## src/rtl/ssp_pkg.sv

```systemverilog
`timescale 1ns/1ps
package ssp_pkg;
   typedef enum logic [2:0] {
      IDX_FMT  = 3'd0,
      IDX_CTL  = 3'd1,
      IDX_DATA = 3'd2,
      IDX_STAT = 3'd3,
      IDX_PRE  = 3'd4,
      IDX_IRQ  = 3'd5
   } reg_idx_e;

   localparam int CTL_RXIE = 0;
   localparam int CTL_TXIE = 1;
   localparam int CTL_OVIE = 2;
   localparam int CTL_LOOP = 3;
   localparam int CTL_EN   = 4;
   localparam int FMT_PHA  = 6;
   localparam int FMT_POL  = 7;
endpackage

```

## src/rtl/ssp_fifo.sv

```systemverilog
`timescale 1ns/1ps
module ssp_fifo #(
   parameter int W     = 16,
   parameter int DEPTH = 8
) (
   input  logic                         clk,
   input  logic                         rst_n,
   input  logic                         push,
   input  logic [W-1:0]                 wdata,
   input  logic                         pop,
   output logic [W-1:0]                 rdata,
   output logic [$clog2(DEPTH+1)-1:0]   count,
   output logic                         empty,
   output logic                         full
);
   localparam int PTR_W = (DEPTH > 1) ? $clog2(DEPTH) : 1;
   localparam int CNT_W = $clog2(DEPTH+1);

   logic [W-1:0]     mem [DEPTH];
   logic [PTR_W-1:0] wr_ptr, rd_ptr, wr_nxt, rd_nxt;
   logic             do_push, do_pop;

   assign empty   = (count == '0);
   assign full    = (count == CNT_W'(DEPTH));
   assign do_push = push & ~full;
   assign do_pop  = pop & ~empty;
   assign rdata   = mem[rd_ptr];

   generate
      if ((DEPTH & (DEPTH - 1)) == 0) begin : g_pow2
         assign wr_nxt = wr_ptr + 1'b1;
         assign rd_nxt = rd_ptr + 1'b1;
      end else begin : g_wrap
         assign wr_nxt = (wr_ptr == PTR_W'(DEPTH-1)) ? '0 : wr_ptr + 1'b1;
         assign rd_nxt = (rd_ptr == PTR_W'(DEPTH-1)) ? '0 : rd_ptr + 1'b1;
      end
   endgenerate

   always_ff @(posedge clk) begin
      if (do_push) mem[wr_ptr] <= wdata;
   end

   always_ff @(posedge clk or negedge rst_n) begin
      if (!rst_n) begin
         wr_ptr <= '0;
         rd_ptr <= '0;
         count  <= '0;
      end else begin
         if (do_push) wr_ptr <= wr_nxt;
         if (do_pop)  rd_ptr <= rd_nxt;
         case ({do_push, do_pop})
            2'b10:   count <= count + 1'b1;
            2'b01:   count <= count - 1'b1;
            default: count <= count;
         endcase
      end
   end
endmodule

```

## src/rtl/ssp_clkgen.sv

```systemverilog
`timescale 1ns/1ps
module ssp_clkgen #(
   parameter int PRE_W = 7,
   parameter int DIV_W = 8
) (
   input  logic             clk,
   input  logic             rst_n,
   input  logic             run,
   input  logic [PRE_W-1:0] pre,
   input  logic [DIV_W-1:0] div,
   output logic             tick
);
   localparam int CNT_W = PRE_W + DIV_W + 1;

   logic [CNT_W-1:0] half, cnt;
   logic [CNT_W-1:0] pre_eff;

   always_comb begin
      pre_eff = (pre == '0) ? CNT_W'(1) : CNT_W'(pre);
      half    = pre_eff * (CNT_W'(div) + 1'b1);
   end

   assign tick = run && (cnt == half - 1'b1);

   always_ff @(posedge clk or negedge rst_n) begin
      if (!rst_n)      cnt <= '0;
      else if (!run)   cnt <= '0;
      else if (tick)   cnt <= '0;
      else             cnt <= cnt + 1'b1;
   end
endmodule

```

## src/rtl/ssp_shifter.sv

```systemverilog
`timescale 1ns/1ps
module ssp_shifter #(
   parameter int FW    = 16,
   parameter int WID_W = $clog2(FW+1)
) (
   input  logic             clk,
   input  logic             rst_n,
   input  logic             en,
   input  logic             cpol,
   input  logic             cpha,
   input  logic [WID_W-1:0] width,
   input  logic             tx_valid,
   input  logic [FW-1:0]    tx_data,
   output logic             tx_pop,
   input  logic             tick,
   input  logic             sdi,
   output logic             sdo,
   output logic             sclk,
   output logic             rx_push,
   output logic [FW-1:0]    rx_data,
   output logic             busy
);
   localparam int HC_W = $clog2(2*FW);

   logic [FW-1:0]    sr_tx, sr_rx, mask;
   logic [FW:0]      m_full;
   logic [HC_W-1:0]  half_q;
   logic [WID_W-1:0] width_q;
   logic             cpha_q, sample, last;

   assign sample = ~half_q[0] ^ cpha_q;
   assign last   = (WID_W'(half_q >> 1) == width_q - 1'b1) && half_q[0];
   assign tx_pop = en && !busy && tx_valid;
   assign sdo    = busy ? sr_tx[FW-1] : 1'b0;
   assign m_full = (FW+1)'(1) << width_q;
   assign mask   = FW'(m_full - 1'b1);
   assign rx_push = en && busy && tick && last;
   assign rx_data = (cpha_q ? {sr_rx[FW-2:0], sdi} : sr_rx) & mask;

   always_ff @(posedge clk or negedge rst_n) begin
      if (!rst_n) begin
         busy    <= 1'b0;
         sclk    <= 1'b0;
         half_q  <= '0;
         sr_tx   <= '0;
         sr_rx   <= '0;
         width_q <= WID_W'(4);
         cpha_q  <= 1'b0;
      end else if (!en) begin
         busy <= 1'b0;
         sclk <= cpol;
      end else if (!busy) begin
         sclk <= cpol;
         if (tx_valid) begin
            busy    <= 1'b1;
            half_q  <= '0;
            sr_rx   <= '0;
            width_q <= width;
            cpha_q  <= cpha;
            sr_tx   <= tx_data << (FW - int'(width));
         end
      end else if (tick) begin
         sclk   <= ~sclk;
         half_q <= half_q + 1'b1;
         if (sample)
            sr_rx <= {sr_rx[FW-2:0], sdi};
         else if (!(cpha_q && half_q == '0))
            sr_tx <= sr_tx << 1;
         if (last) busy <= 1'b0;
      end
   end
endmodule

```

## src/rtl/ssp_master.sv

```systemverilog
`timescale 1ns/1ps
module ssp_master
   import ssp_pkg::*;
#(
   parameter int FW      = 16,
   parameter int DEPTH   = 8,
   parameter int ADDR_W  = 5,
   parameter int IRQ_LVL = DEPTH / 2
) (
   input  logic              clk,
   input  logic              rst_n,
   input  logic              bus_sel,
   input  logic              bus_wr,
   input  logic [ADDR_W-1:0] bus_addr,
   input  logic [15:0]       bus_wdata,
   output logic [15:0]       bus_rdata,
   output logic              sclk_o,
   output logic              mosi_o,
   input  logic              miso_i,
   output logic              irq_o
);
   localparam int DATA_W = 16;
   localparam int CNT_W  = $clog2(DEPTH+1);
   localparam int WID_W  = $clog2(FW+1);

   generate
      if (FW < 4 || FW > DATA_W) begin : g_bad_fw
         $error("ssp_master: FW must lie in 4..16");
      end
      if (DEPTH < 2) begin : g_bad_depth
         $error("ssp_master: DEPTH must be at least 2");
      end
      if (ADDR_W < 5) begin : g_bad_addr
         $error("ssp_master: ADDR_W must be at least 5");
      end
      if (IRQ_LVL < 1 || IRQ_LVL > DEPTH) begin : g_bad_lvl
         $error("ssp_master: IRQ_LVL out of range");
      end
   endgenerate

   logic [15:0]      cr0_q;
   logic [6:0]       cr1_q;
   logic [6:0]       pre_q;
   logic             ovr_q;

   reg_idx_e         idx;
   logic             wr_en, rd_en, ovr_clr;
   logic             port_en, loop_en;
   logic [WID_W-1:0] eff_w;

   logic             tx_push, tx_pop, tx_empty, tx_full;
   logic [FW-1:0]    tx_head;
   logic [CNT_W-1:0] tx_cnt;
   logic             rx_push, rx_pop, rx_empty, rx_full;
   logic [FW-1:0]    rx_head, rx_frame;
   logic [CNT_W-1:0] rx_cnt;

   logic             half_tick, shift_busy, sdo, sdi, sclk_int;
   logic [2:0]       isr;

   assign idx     = reg_idx_e'(bus_addr[4:2]);
   assign wr_en   = bus_sel & bus_wr;
   assign rd_en   = bus_sel & ~bus_wr;
   assign ovr_clr = wr_en && idx == IDX_IRQ;
   assign port_en = cr1_q[CTL_EN];
   assign loop_en = cr1_q[CTL_LOOP];
   assign tx_push = wr_en && idx == IDX_DATA;
   assign rx_pop  = rd_en && idx == IDX_DATA;

   always_comb begin
      if (cr0_q[3:0] < 4'd3)
         eff_w = WID_W'(4);
      else if (int'(cr0_q[3:0]) + 1 > FW)
         eff_w = WID_W'(FW);
      else
         eff_w = WID_W'(cr0_q[3:0]) + 1'b1;
   end

   always_ff @(posedge clk or negedge rst_n) begin
      if (!rst_n) begin
         cr0_q <= '0;
         cr1_q <= '0;
         pre_q <= '0;
      end else if (wr_en) begin
         case (idx)
            IDX_FMT: cr0_q <= {bus_wdata[15:6], 2'b00, bus_wdata[3:0]};
            IDX_CTL: cr1_q <= bus_wdata[6:0];
            IDX_PRE: pre_q <= bus_wdata[7:1];
            default: ;
         endcase
      end
   end

   always_ff @(posedge clk or negedge rst_n) begin
      if (!rst_n)                  ovr_q <= 1'b0;
      else if (rx_push && rx_full) ovr_q <= 1'b1;
      else if (ovr_clr)            ovr_q <= 1'b0;
   end

   ssp_fifo #(.W(FW), .DEPTH(DEPTH)) u_txq (
      .clk(clk), .rst_n(rst_n), .push(tx_push), .wdata(bus_wdata[FW-1:0]),
      .pop(tx_pop), .rdata(tx_head), .count(tx_cnt), .empty(tx_empty), .full(tx_full)
   );

   ssp_fifo #(.W(FW), .DEPTH(DEPTH)) u_rxq (
      .clk(clk), .rst_n(rst_n), .push(rx_push), .wdata(rx_frame),
      .pop(rx_pop), .rdata(rx_head), .count(rx_cnt), .empty(rx_empty), .full(rx_full)
   );

   ssp_clkgen #(.PRE_W(7), .DIV_W(8)) u_div (
      .clk(clk), .rst_n(rst_n), .run(shift_busy & port_en),
      .pre(pre_q), .div(cr0_q[15:8]), .tick(half_tick)
   );

   assign sdi = loop_en ? sdo : miso_i;

   ssp_shifter #(.FW(FW), .WID_W(WID_W)) u_shf (
      .clk(clk), .rst_n(rst_n), .en(port_en),
      .cpol(cr0_q[FMT_POL]), .cpha(cr0_q[FMT_PHA]), .width(eff_w),
      .tx_valid(~tx_empty), .tx_data(tx_head), .tx_pop(tx_pop),
      .tick(half_tick), .sdi(sdi), .sdo(sdo), .sclk(sclk_int),
      .rx_push(rx_push), .rx_data(rx_frame), .busy(shift_busy)
   );

   assign sclk_o = sclk_int;
   assign mosi_o = loop_en ? 1'b0 : sdo;

   assign isr[0] = cr1_q[CTL_RXIE] && (rx_cnt >= CNT_W'(IRQ_LVL));
   assign isr[1] = cr1_q[CTL_TXIE] && (tx_cnt <= CNT_W'(IRQ_LVL));
   assign isr[2] = cr1_q[CTL_OVIE] && ovr_q;
   assign irq_o  = |isr;

   always_comb begin
      case (idx)
         IDX_FMT:  bus_rdata = cr0_q;
         IDX_CTL:  bus_rdata = DATA_W'(cr1_q);
         IDX_DATA: bus_rdata = rx_empty ? '0 : DATA_W'(rx_head);
         IDX_STAT: bus_rdata = DATA_W'({shift_busy, rx_full, ~rx_empty, ~tx_full, tx_empty});
         IDX_PRE:  bus_rdata = DATA_W'({pre_q, 1'b0});
         IDX_IRQ:  bus_rdata = DATA_W'(isr);
         default:  bus_rdata = '0;
      endcase
   end
endmodule

```

## config.mk

```make
export PLATFORM = sky130hd
export DESIGN_NAME = ssp_master
export DESIGN_NICKNAME = d
export VERILOG_FILES = /design/src/rtl/ssp_pkg.sv /design/src/rtl/ssp_fifo.sv /design/src/rtl/ssp_clkgen.sv /design/src/rtl/ssp_shifter.sv /design/src/rtl/ssp_master.sv
export SDC_FILE = /design/constraint.sdc
export NUM_CORES = 1
export LEC_CHECK = 0
export BUFFER_PORTS_ARGS = -buffer_cell sky130_fd_sc_hd__buf_4
export CAP_MARGIN = 20
export CORE_MARGIN = 1
export CORE_UTILIZATION = 50
export CTS_BUF_LIST = sky130_fd_sc_hd__clkbuf_16
export DETAILED_ROUTE_END_ITERATION = 10
export GPL_TIMING_DRIVEN = 1
export PLACE_DENSITY = 0.66
export SLEW_MARGIN = 20
export SYNTH_ARGS = -nofsm -noshare
export SYNTH_HDL_FRONTEND = slang
export SYNTH_SLANG_ARGS = --single-unit
```

## constraint.sdc

```tcl
create_clock -name clk -period 12.3 [get_ports clk]
set_input_delay 1.23 -clock clk [delete_from_list [all_inputs] [get_ports clk]]
set_output_delay 1.23 -clock clk [all_outputs]
set_load 0.05 [all_outputs]
```

==> metrics.txt, run 1 <==
row cnt=71; Avg WL per Cell=20.51 µm; grt total ovfl=0; post-CTS sizing=0; vias per cell=about 5.8; synth-to-layout area growth=11.09%; Net Sw Power=0.002358 W; WP data required=12.71 ns; # DRC=0; Worst Tran Pin Value=~1.2 ns; Final Setup Violations=0; crit path time final=8.002 ns; first-pass GRT wire length=67910 µm; crit start category=flip-flop; Die Y=approximately 200 µm; Yosys Warn Count=0; CP max FO=13; Main synth FF type=edfxtp_1; CTS sink cnt=366; fmax=125.0 MHz; core box area=0.03767 mm²; Syn Nets=1618; antenna violations before repair=1; ANT nets after route=0; DRT Pass-1 Iters=5; Worst Setup EP=u_rxq.count[3]; worst reg-to-reg setup slack=4.30 ns; pin count of the biggest net entering global routing=71; H-tree depth=2; Total Routed Length=approximately 42000 µm; WHS Path Cells=1; worst min path class=reg2reg; post-synthesis cell type count=76; switching share of power=41.15%; status=complete, no violations; chip width=197.7 µm; Worst VDD drop=0.2091 mV; PortBufs=42; post-DP HPWL=28860 µm; asr flop ratio synth=30.05%; initial drt markers=870; All-Layer GR Usage=22.72%; Reg power frac=27.5%; Hold Buf Count CTS=0; nets@finish=1656; Critical path buffers and inverters=1; slowest stage delay, CP=0.66 ns; RSZ-0062 raised after global routing=false; Clock Power Share=19.1%; n_diodes=0; CTS tree=built; clk_lat worst skew=approximately 0.55 ns; multi-input logic area=roughly 0.008 mm²; worst-path cell chain=ha_1, nand3_1, xnor2_1, nand2_1, fa_1, fa_1, fa_1, fa_1, inv_1, ha_1, nand4_1, a221oi_2, o311ai_1, or4_4, or4_1, or2_1, ha_1, ha_1, a21o_1, a21oi_1, xnor2_1, nor2_1, xor2_1; vias in the first global route=approximately 12000; clk slew on worst S/H paths=~0.06 ns; Pwr per Cell Area=269.3 mW/mm²; Num CTS Buffers=39; routability cong.=0.8616; slowest cell on the critical path=dfrtp_1; instance count on the critical path=23; die area=0.03910 mm²; clock skew=0.02429 ns; Initial Utilization=50.86%; internal power=0.003373 W; Comb pwr share=53.4%; Ports=45; CP endpoint kind=flip-flop; Final Util=56.50%; Register Area=0.01044 mm²; crit path kind=reg2reg; Fillers=approximately 3100; Syn Inst Count=approximately 1500; Root Driver=clkbuf_16; synthesis-stage register bit count=366; Cell Area, Placed=0.02008 mm²; Max-cap violations=0; design area=about 0.021 mm²; Arr. time, crit path=8.41 ns; CTS Buffer Depth=3; Post-CTS Setup Bufs=0; Fin. Hold Viols=0; RR Endpoint=u_rxq.count[3]; Crit. Startpoint=cr0_q[8]; P_leak=7.894 nW; worst rel slew slack=between 20% and 30%; total number of vias=11997; delay-heaviest family, CP=adder cells; share of layout cells above drive strength 1=16.13%; Max Slew Vio Count=0; setup_tns=0 ns; final period utilization=65.06%; worst r2r src=cr0_q[8]; register area share after synthesis=54.50%; syn_area_per_cell=about 13 µm²; Register-to-Register Path Depth=23; number of synthesized flops with an enable pin=256; Mapped Area=0.01916 mm²
final cells by class:
cell class              count  area share [%]
multi-input cells         954           38.13
flip-flops and latches    366           49.07
repair buffers             71           2.493
clock buffers              40           4.703
well taps                 511           3.004
inverters                  97           1.711
clock inverters            28          0.8819
stage by stage:
| stage | std cells | total power, W | worst slack [ns] | hold slack [ns] |
|---|---|---|---|---|
| after detailed placement | 1999 | 0.004644 | 4.378 | 0.4966 |
| after floorplan | 1491 | 0.003976 | 4.318 | 0.4562 |
| after global routing | 2067 | 0.006212 | 3.881 | 0.5326 |
| final | 2067 | 0.005731 | 4.298 | 0.5083 |
| after global placement | 1998 | 0.004587 | 4.531 | 0.4914 |
| after CTS | 2067 | 0.005763 | 4.351 | 0.5101 |
worst register-to-register path, cell delays in order (launching register included):
cell and delay [ns]:
dfrtp_1 0.66, ha_1 0.28, nand3_1 0.12, xnor2_1 0.55, nand2_1 0.19, fa_1 0.55, fa_1 0.58, fa_1 0.43
fa_1 0.49, inv_1 0.04, ha_1 0.42, nand4_1 0.22, a221oi_2 0.32, o311ai_1 0.16, or4_4 0.59, or4_1 0.54
or2_1 0.45, ha_1 0.32, ha_1 0.28, a21o_1 0.17, a21oi_1 0.17, xnor2_1 0.14, nor2_1 0.07, xor2_1 0.14
registers in the layout (all words and copies together), names as in the netlist:
signal and count:
u_txq.count 4, u_rxq.wr_ptr 3, u_rxq.rd_ptr 3, u_txq.wr_ptr 3, u_txq.rd_ptr 3, u_shf.sclk 1
u_shf.busy 1, cr1_q 7, u_txq.mem 128, u_rxq.count 4, u_rxq.mem 128, u_shf.half_q 5
u_shf.cpha_q 1, cr0_q 14, pre_q 7, u_div.cnt 16, u_shf.sr_tx 16, u_shf.width_q 5
u_shf.sr_rx 16, ovr_q 1
cells in the final DEF, fill, tap and decap left out, types with 40 or more instances in the layout:
master,instances
edfxtp_1,256
nand2_1,151
inv_1,108
dfrtp_1,107
nor2_1,80
buf_4,70
mux2i_1,69
ha_1,60
mux4_2,58
o21ai_0,52
mux2_2,45
xnor2_1,42
fa_1,41
clkbuf_16,40
power by group through the flow:
stage                     Combinational (W)  Sequential, W  Clock [W]
after floorplan                     0.00245        0.00153          0
after global placement              0.00299        0.00159          0
after detailed placement            0.00305        0.00160          0
after CTS                           0.00307        0.00157    0.00112
after global routing                0.00346        0.00159    0.00117
final                               0.00306        0.00158    0.00110
Yosys cell counts (all sizes together) (28+ instances only):
library cell | number | area [µm²]
ha | 60 | 750.7
mux2i | 69 | 690.7
a21oi | 33 | 168.9
dfrtp | 109 | 2728
xnor2 | 42 | 367.9
edfxtp | 256 | 7687
fa | 41 | 820.8
mux2 | 45 | 506.7
nor2 | 81 | 311.6
nand2 | 151 | 566.8
inv | 97 | 364.1
mux4 | 58 | 1306
clkbuf | 57 | 214.0
o21ai | 53 | 276.5
xor2 | 28 | 245.2
how the worst min path moves through the flow:
| stage | startpoint | to | slack, ns |
|---|---|---|---|
| after floorplan | cr0_q[6] | u_shf.cpha_q | 0.46 |
| after global placement | cr1_q[6] | cr1_q[6] | 0.49 |
| after detailed placement | u_shf.sr_tx[6] | u_shf.sr_tx[6] | 0.50 |
| after CTS | u_shf.sr_tx[6] | u_shf.sr_tx[6] | 0.51 |
| after global routing | u_shf.sr_tx[4] | u_shf.sr_tx[4] | 0.53 |
| final | u_shf.sr_tx[5] | u_shf.sr_tx[5] | 0.51 |
layer usage:
metal / vias to the layer above / track usage, % / part of all wire [%]
li1: 5529 / - / -
met1: 6068 / 31.33 / 44
met2: 322 / 37.12 / 48
met3: 76 / 3.202 / 5.0
met4: 2 / 7.723 / 3.0
met5: - / 0 / 0.033
logic make-up (layout without fill, tap and decap cells):
group	after synthesis	in the layout	share of synthesized area, %
xor+xnor	71	71	3.318
buf+inv	171	236	3.514
flops	366	366	54.50
mux	172	172	13.07
compound gates	203	203	7.139
simple gates	407	407	10.25
fa+ha+maj	101	101	8.203
Power figures use the tool's default switching activity.
==> inputs of run 2 (changes only) <==
ABC_AREA = 1   (was default)
PLACE_DENSITY = 0.69   (was 0.66)
clock period = 7 ns   (was 12.3 ns; I/O delays follow)
==> run 2 against run 1 <==
Effect of this change:
- critical path depth up 10
- synthesized cell count up 47%
- non-clock buffer count up 8
- largest cell class unchanged
- design area up 4.5%
==> metrics.txt, run 2 <==
number of synthesized flops with an enable pin=256 (unchanged); die area=0.04048 mm² (was 0.03910 mm²); Avg WL per Cell=17.46 µm (was 20.51 µm); nets@finish=2358 (was 1656); fmax=154.2 MHz (was 125.0 MHz); Yosys Warn Count=0 (unchanged); Main synth FF type=edfxtp_1 (unchanged); crit path kind=reg2reg (unchanged); CP most frequent cell=nand2_1; PnR worst setup slack=0.5137 ns (was 4.298 ns); first-pass GRT wire length=78470 µm (was 67910 µm); H-tree depth=2 (unchanged); P_leak=9.555 nW (was 7.894 nW); multiplexer share of the synthesized area=0.3027% (was 13.07%); clk slew on worst S/H paths=0.06 ns (about the same); initial drt markers=1368 (was 870); crit path time final=6.486 ns (was 8.002 ns); Place WS=0.4250 ns (was 4.378 ns); CP max FO=6 (was 13); Post-Synth Adder-Cell Area=7.920% (was 8.203%); Cell Area, Placed=0.02078 mm² (was 0.02008 mm²); Clock Power Share=20.5% (was 19.1%); Pwr per Cell Area=488.6 mW/mm² (was 269.3 mW/mm²); Max Slew Vio Count=0 (unchanged); Post-Synth XOR/XNOR Area=2.119% (was 3.318%); CTS tree=built (unchanged); Num CTS Buffers=41 (was 39); Max-cap violations=0 (unchanged); Arr. time, crit path=6.93 ns (was 8.41 ns); Critical path buffers and inverters=3 (was 1); most frequent cells in the layout=600 x nand2_1, 256 x edfxtp_1, 240 x inv_1 (was 256 x edfxtp_1, 151 x nand2_1, 108 x inv_1); delay-heaviest family, CP=adder cells (unchanged); row cnt=72 (was 71); worst rel slew slack=26.21% (was 23.11%); DRT Pass-1 Iters=5 (unchanged); clock skew=0.03028 ns (was 0.02429 ns); post-synthesis cell type count=50 (was 76); routability cong.=0.8634 (was 0.8616); pin count of the biggest net entering global routing=70 (was 71); asr flop ratio synth=30.05% (unchanged); Worst Tran Pin Value=1.107 ns (was 1.153 ns); Comb pwr share=54.9% (was 53.4%); Final Setup Violations=0 (unchanged); # DRC=0 (unchanged); chip width=201.2 µm (was 197.7 µm); most common cell after layout, fill and taps aside=nand2_1 (was edfxtp_1); post-synth top area share=38.74% (was 40.13%); worst min path class=in2async (was reg2reg); WP data required=7.45 ns (was 12.71 ns); routing usage on met2=39.41% (was 37.12%); final period utilization=92.66% (was 65.06%); CP endpoint kind=flip-flop (unchanged); crit start category=flip-flop (unchanged); vias in the first global route=14865 (was 12083); complex-gate fraction of the synthesized area=6.407% (was 7.139%); syn_area_per_cell=9.060 µm² (was 12.85 µm²); antenna violations before repair=1 (unchanged); Syn Inst Count=2190 (was 1491); clk_lat worst skew=0.58 ns (was 0.55 ns); Worst VDD drop=0.3847 mV (was 0.2091 mV); Syn Nets=2317 (was 1618); vias per cell=5.508 (was 5.804); main combinational cell family by area after synthesis=simple AND/OR/NAND/NOR gates (was multiplexers); share of layout cells above drive strength 1=7.995% (was 16.13%); M1 GR Usage=34.83% (was 31.33%); core box area=0.03892 mm² (was 0.03767 mm²); area leader, netlist=edfxtp_1 (unchanged); slowest cell on the critical path=fa_1 (was dfrtp_1); Root Driver=clkbuf_16 (unchanged); most common cell in the netlist=nand2_1 (was edfxtp_1); Reg power frac=24.5% (was 27.5%); Die Y=201.2 µm (was 197.7 µm); top cells by area, synth=edfxtp_1 39%, dfrtp_1 14%, nand2_1 11%, nand3_1 5.7%, inv_1 4.4% (was edfxtp_1 40%, dfrtp_1 14%, mux4_2 6.8%, fa_1 4.3%, ha_1 3.9%); post-DP HPWL=32840 µm (was 28860 µm); PortBufs=42 (unchanged); design area=0.02223 mm² (was 0.02128 mm²); met3 Use GR=3.401% (was 3.202%); Ports=45 (unchanged); internal power=0.005899 W (was 0.003373 W); ANT nets after route=0 (unchanged); Synth Area in Simple Gates=24.25% (was 10.25%); register area share after synthesis=52.62% (was 54.50%); grt total ovfl=0 (unchanged); CTS Buffer Depth=3 (unchanged); status=complete, no violations (unchanged); Synth top cells by count=600 x nand2_1, 256 x edfxtp_1, 230 x inv_1 (was 256 x edfxtp_1, 151 x nand2_1, 109 x dfrtp_1); Net Sw Power=0.004961 W (was 0.002358 W); CTS sink cnt=366 (unchanged); Fin. Hold Viols=0 (unchanged); total number of vias=15324 (was 11997); switching share of power=45.68% (was 41.15%); All-Layer GR Usage=24.48% (was 22.72%); synthesis-stage register bit count=366 (unchanged); Largest regs=u_rxq.mem: 128 flops, u_txq.mem: 128 flops (unchanged); n_diodes=0 (unchanged); synth-to-layout area growth=12.03% (was 11.09%); Initial Utilization=50.98% (was 50.86%); slowest stage delay, CP=0.58 ns (was 0.66 ns); Mapped Area=0.01984 mm² (was 0.01916 mm²); Total Routed Length=48570 µm (was 42400 µm); GRT busiest layer=met2 (unchanged)
-- run 2: logic make-up after synthesis --
family | count (synthesis)
compound gates | 217
xor+xnor | 48
fa+ha+maj | 101
buf+inv | 323
flops | 366
mux | 6
simple gates | 1129
-- run 2: through the flow --
stage / hold slack, ns / util (%) / cells / TNS [ns] / total power, W
finish: 0.1205 / 57.12 / 2782 / 0 / 0.01086
global placement: 0.4575 / 53.39 / 2704 / 0 / 0.008519
global route: 0.1531 / 57.12 / 2782 / -0.02144 / 0.01187
detailed placement: 0.4586 / 53.39 / 2704 / 0 / 0.008615
floorplan: 0.4044 / - / 2190 / 0 / 0.007259
CTS: 0.1274 / 57.00 / 2780 / 0 / 0.01088
-- run 2: cell type report --
type / instances / area, µm²
fillers: 3368 / 16690
flip-flops and latches: 366 / 10440
multi-input cells: 1501 / 8193
clock buffers: 42 / 1051
inverters: 242 / 908.4
well taps: 518 / 648.1
repair buffers: 79 / 630.6
clock inverters: 34 / 355.3
-- run 2: final timing paths --
path	from	depth (start not counted)	endpoint	slack, ns
min	rst_n	1	u_div.cnt[15]	0.12
max in group asynchronous	rst_n	2	u_txq.rd_ptr[0]	5.52
max reg2reg	cr0_q[10]	33	u_rxq.count[3]	0.51
min in group clk	bus_wdata[0]	1	u_txq.mem[6][0]	0.37
max	cr0_q[10]	33	u_rxq.count[3]	0.51
min reg2reg	u_shf.sr_tx[0]	2	u_shf.sr_tx[0]	0.47
-- run 2: worst register-to-register path: cells and delay by family, from the launching register on --
family          cells  cell delay (ns)
fa+ha+maj           7             3.01
xor+xnor            1             0.14
compound gates      2             0.33
buf+inv             3             0.29
simple gates       20             2.22
flops               1             0.37
-- run 2: repair_timing --
item / in CTS / in global routing
setup endpoints to repair: 0 / 1
setup buffers: 0 / 2
gates resized for setup: 0 / 7
hold buffers: 0 / 0
hold endpoints to repair: 0 / 0
-- run 2: power groups by stage --
stage	Sequential (W)	Combinational (W)	Clock [W]
after CTS	0.00266	0.00596	0.00226
after global routing	0.00268	0.00684	0.00234
after detailed placement	0.00270	0.00591	0
after floorplan	0.00263	0.00463	0
final	0.00266	0.00597	0.00223
after global placement	0.00270	0.00582	0
-- run 2: per-layer routing --
metal  wire length, µm  vias up
met5                 0        -
met4              1029        0
met3              2911       73
met2             22880      478
met1             21750     7415
li1                  -     7358
==> inputs of run 3 (changes only) <==
ABC_AREA = default   (was 1)
==> run 3 against run 2 <==
Effect of this change:
- critical path depth fell by 9
- clock-buffer cell count did not move
- routed wire length fell by 10%
- power rose by 0.97%
- via count fell by 21%
- fmax fell by 4.6%
- design area fell by 0.79%
- highest routed layer is now met5
==> metrics.txt, run 3 (same netlist as run 1, synthesis figures left out) <==
switching share of power=40.38% (was 45.68%); slowest cell on the critical path=fa_2 (was fa_1); Cell Area, Placed=0.02039 mm² (was 0.02078 mm²); CTS sink cnt=366 (unchanged); Place WS=-0.1076 ns (was 0.4250 ns); status=complete, no violations (unchanged); vias per cell=5.736 (was 5.508); antenna violations before repair=1 (unchanged); Worst Tran Pin Value=1.139 ns (was 1.107 ns); Max Slew Vio Count=0 (unchanged); crit start category=flip-flop (unchanged); first-pass GRT wire length=68230 µm (was 78470 µm); clock skew=0.01228 ns (was 0.03028 ns); Ports=45 (unchanged); Fin. Hold Viols=0 (unchanged); post-DP HPWL=29490 µm (was 32840 µm); Reg power frac=25.2% (was 24.5%); core box area=0.03767 mm² (was 0.03892 mm²); setup_tns=0 ns (unchanged); Inst Count DP=2024 (was 2704); Max-cap violations=0 (unchanged); Total Routed Length=43680 µm (was 48570 µm); CP max FO=7 (was 6); slowest stage delay, CP=0.56 ns (was 0.58 ns); routability cong.=0.9211 (was 0.8634); WP data required=7.44 ns (was 7.45 ns); crit path time final=6.798 ns (was 6.486 ns); Final Setup Violations=0 (unchanged); row cnt=71 (was 72); Arr. time, crit path=7.24 ns (was 6.93 ns); worst min path class=in2async (unchanged); CP endpoint kind=flip-flop (unchanged); CTS tree=built (unchanged); H-tree depth=2 (unchanged); PnR worst setup slack=0.2023 ns (was 0.5137 ns); delay-heaviest family, CP=adder cells (unchanged); synth-to-layout area growth=15.11% (was 12.03%); share of layout cells above drive strength 1=20.80% (was 7.995%); Root Driver=clkbuf_16 (unchanged); ANT nets after route=0 (unchanged); P_leak=8.160 nW (was 9.555 nW); crit path kind=reg2reg (unchanged); CP most frequent cell=fa_1 (was nand2_1); worst rel slew slack=24.09% (was 26.21%); most common cell after layout, fill and taps aside=edfxtp_1 (was nand2_1); chip width=197.7 µm (was 201.2 µm); PortBufs=42 (unchanged); final period utilization=97.11% (was 92.66%); Die Y=197.7 µm (was 201.2 µm); fmax=147.1 MHz (was 154.2 MHz); Num CTS Buffers=41 (unchanged); internal power=0.006537 W (was 0.005899 W); All-Layer GR Usage=23.03% (was 24.48%); Comb pwr share=56.4% (was 54.9%); DRT Pass-1 Iters=5 (unchanged); Final Util=58.55% (was 57.12%); CTS Buffer Depth=3 (unchanged); multi-input logic area=0.008443 mm² (was 0.008193 mm²); # DRC=0 (unchanged); Critical path buffers and inverters=1 (was 3); Initial Utilization=50.86% (was 50.98%); design area=0.02205 mm² (was 0.02223 mm²); Net Sw Power=0.004428 W (was 0.004961 W); Worst VDD drop=0.4427 mV (was 0.3847 mV); total number of vias=12121 (was 15324); Final Non-Filler Cells=2113 (was 2782); clk slew on worst S/H paths=0.05 ns (was 0.06 ns); Fillers=3043 (was 3368); most frequent cells in the layout=256 x edfxtp_1, 149 x nand2_1, 107 x inv_1 (was 600 x nand2_1, 256 x edfxtp_1, 240 x inv_1); instance count on the critical path=24 (was 33); Largest regs=u_rxq.mem: 128 flops, u_txq.mem: 128 flops (unchanged); pin count of the biggest net entering global routing=79 (was 70); Clock Power Share=18.5% (was 20.5%); worst-path cell chain=and3_4, nand3_4, nor2_4, xor2_2, nand2_1, fa_1, fa_1, fa_1, inv_1, fa_2, ha_2, nand2_4, nor2_1, mux2_2, or4_4, or4_1, or2_1, ha_1, ha_1, a21o_1, a21oi_2, xnor2_1, nor2_1, xor2_1; initial drt markers=891 (was 1368); Register Area=0.01045 mm² (was 0.01044 mm²); Avg WL per Cell=20.67 µm (was 17.46 µm); clk_lat worst skew=0.56 ns (was 0.58 ns); Register-to-Register Path Depth=24 (was 33); vias in the first global route=12134 (was 14865); Pwr per Cell Area=497.2 mW/mm² (was 488.6 mW/mm²); grt total ovfl=0 (unchanged); die area=0.03910 mm² (was 0.04048 mm²); nets@finish=1697 (was 2358)
## run 3: changes by cell type in the layout (fill, tap and decap cells not counted), sizes merged, moves of 26 or more
cell	before	now
and2	1	27
buf	79	110
inv	248	108
mux2	0	45
mux2i	6	69
mux4	0	58
nand2	606	151
nand3	231	26
nor2	212	81
o21ai	124	53
## run 3: final cells by class
type / instances / area share (%)
tap: 511 / 2.899
inverter: 97 / 1.651
antenna: 1 / 0.01135
clock buffer: 42 / 4.766
clock inverter: 32 / 1.021
timing repair buffer: 110 / 3.983
sequential: 366 / 47.38
multi-input combinational: 954 / 38.29
## run 3: path summary, 6_finish.rpt
path	startpoint	endpoint	slack (ns)
setup / recovery	cr0_q[8]	u_rxq.count[3]	0.20
max in group asynchronous	rst_n	u_txq.rd_ptr[1]	5.79
setup reg to reg	cr0_q[8]	u_rxq.count[3]	0.20
min in group clk	bus_wdata[9]	u_txq.mem[4][9]	0.41
hold / removal	rst_n	u_div.cnt[7]	0.09
hold reg to reg	u_shf.sr_tx[14]	u_shf.sr_tx[14]	0.51
## run 3: metrics by stage
step / power [W] / hold slack (ns)
CTS: 0.01037 / 0.07894
finish: 0.01097 / 0.08841
global route: 0.01182 / 0.1029
global placement: 0.008222 / 0.4889
detailed placement: 0.008271 / 0.4972
floorplan: 0.006990 / 0.4044
## run 3: timing repair
item,CTS,global route
buffers inserted,4,8
cloned,0,0
resized for setup,4,44
endpoints found under the setup margin,1,41
hold buffers,0,0
pin swaps,1,14
## run 3: routing by layer
layer / vias up / routed length (µm) / global-route usage, % / part of all wire, %
met3: 66 / 2176 / 3.543 / 5.0
li1: 5620 / - / - / -
met5: - / 17 / 0 / 0.039
met1: 6111 / 19070 / 32.10 / 44
met2: 322 / 21150 / 37.08 / 48
met4: 2 / 1274 / 7.752 / 2.9
## run 3: power by group through the flow
stage | clock, W | sequential (W) | combinational (W)
2_1_floorplan | 0 | 0.00268 | 0.00431
5_1_grt | 0.00215 | 0.00278 | 0.00689
3_5_place_dp | 0 | 0.00279 | 0.00548
3_3_place_gp | 0 | 0.00278 | 0.00544
6_report | 0.00202 | 0.00276 | 0.00618
4_1_cts | 0.00206 | 0.00275 | 0.00556
## run 3: worst reg2reg max path, stage by stage (launching register included)
cell and delay (ns):
dfrtp_2 0.43, and3_4 0.21, nand3_4 0.12, nor2_4 0.15, xor2_2 0.18, nand2_1 0.11, fa_1 0.50, fa_1 0.53
fa_1 0.55, inv_1 0.06, fa_2 0.56, ha_2 0.33, nand2_4 0.10, nor2_1 0.04, mux2_2 0.26, or4_4 0.56
or4_1 0.53, or2_1 0.27, ha_1 0.22, ha_1 0.28, a21o_1 0.19, a21oi_2 0.14, xnor2_1 0.14, nor2_1 0.07
xor2_1 0.15
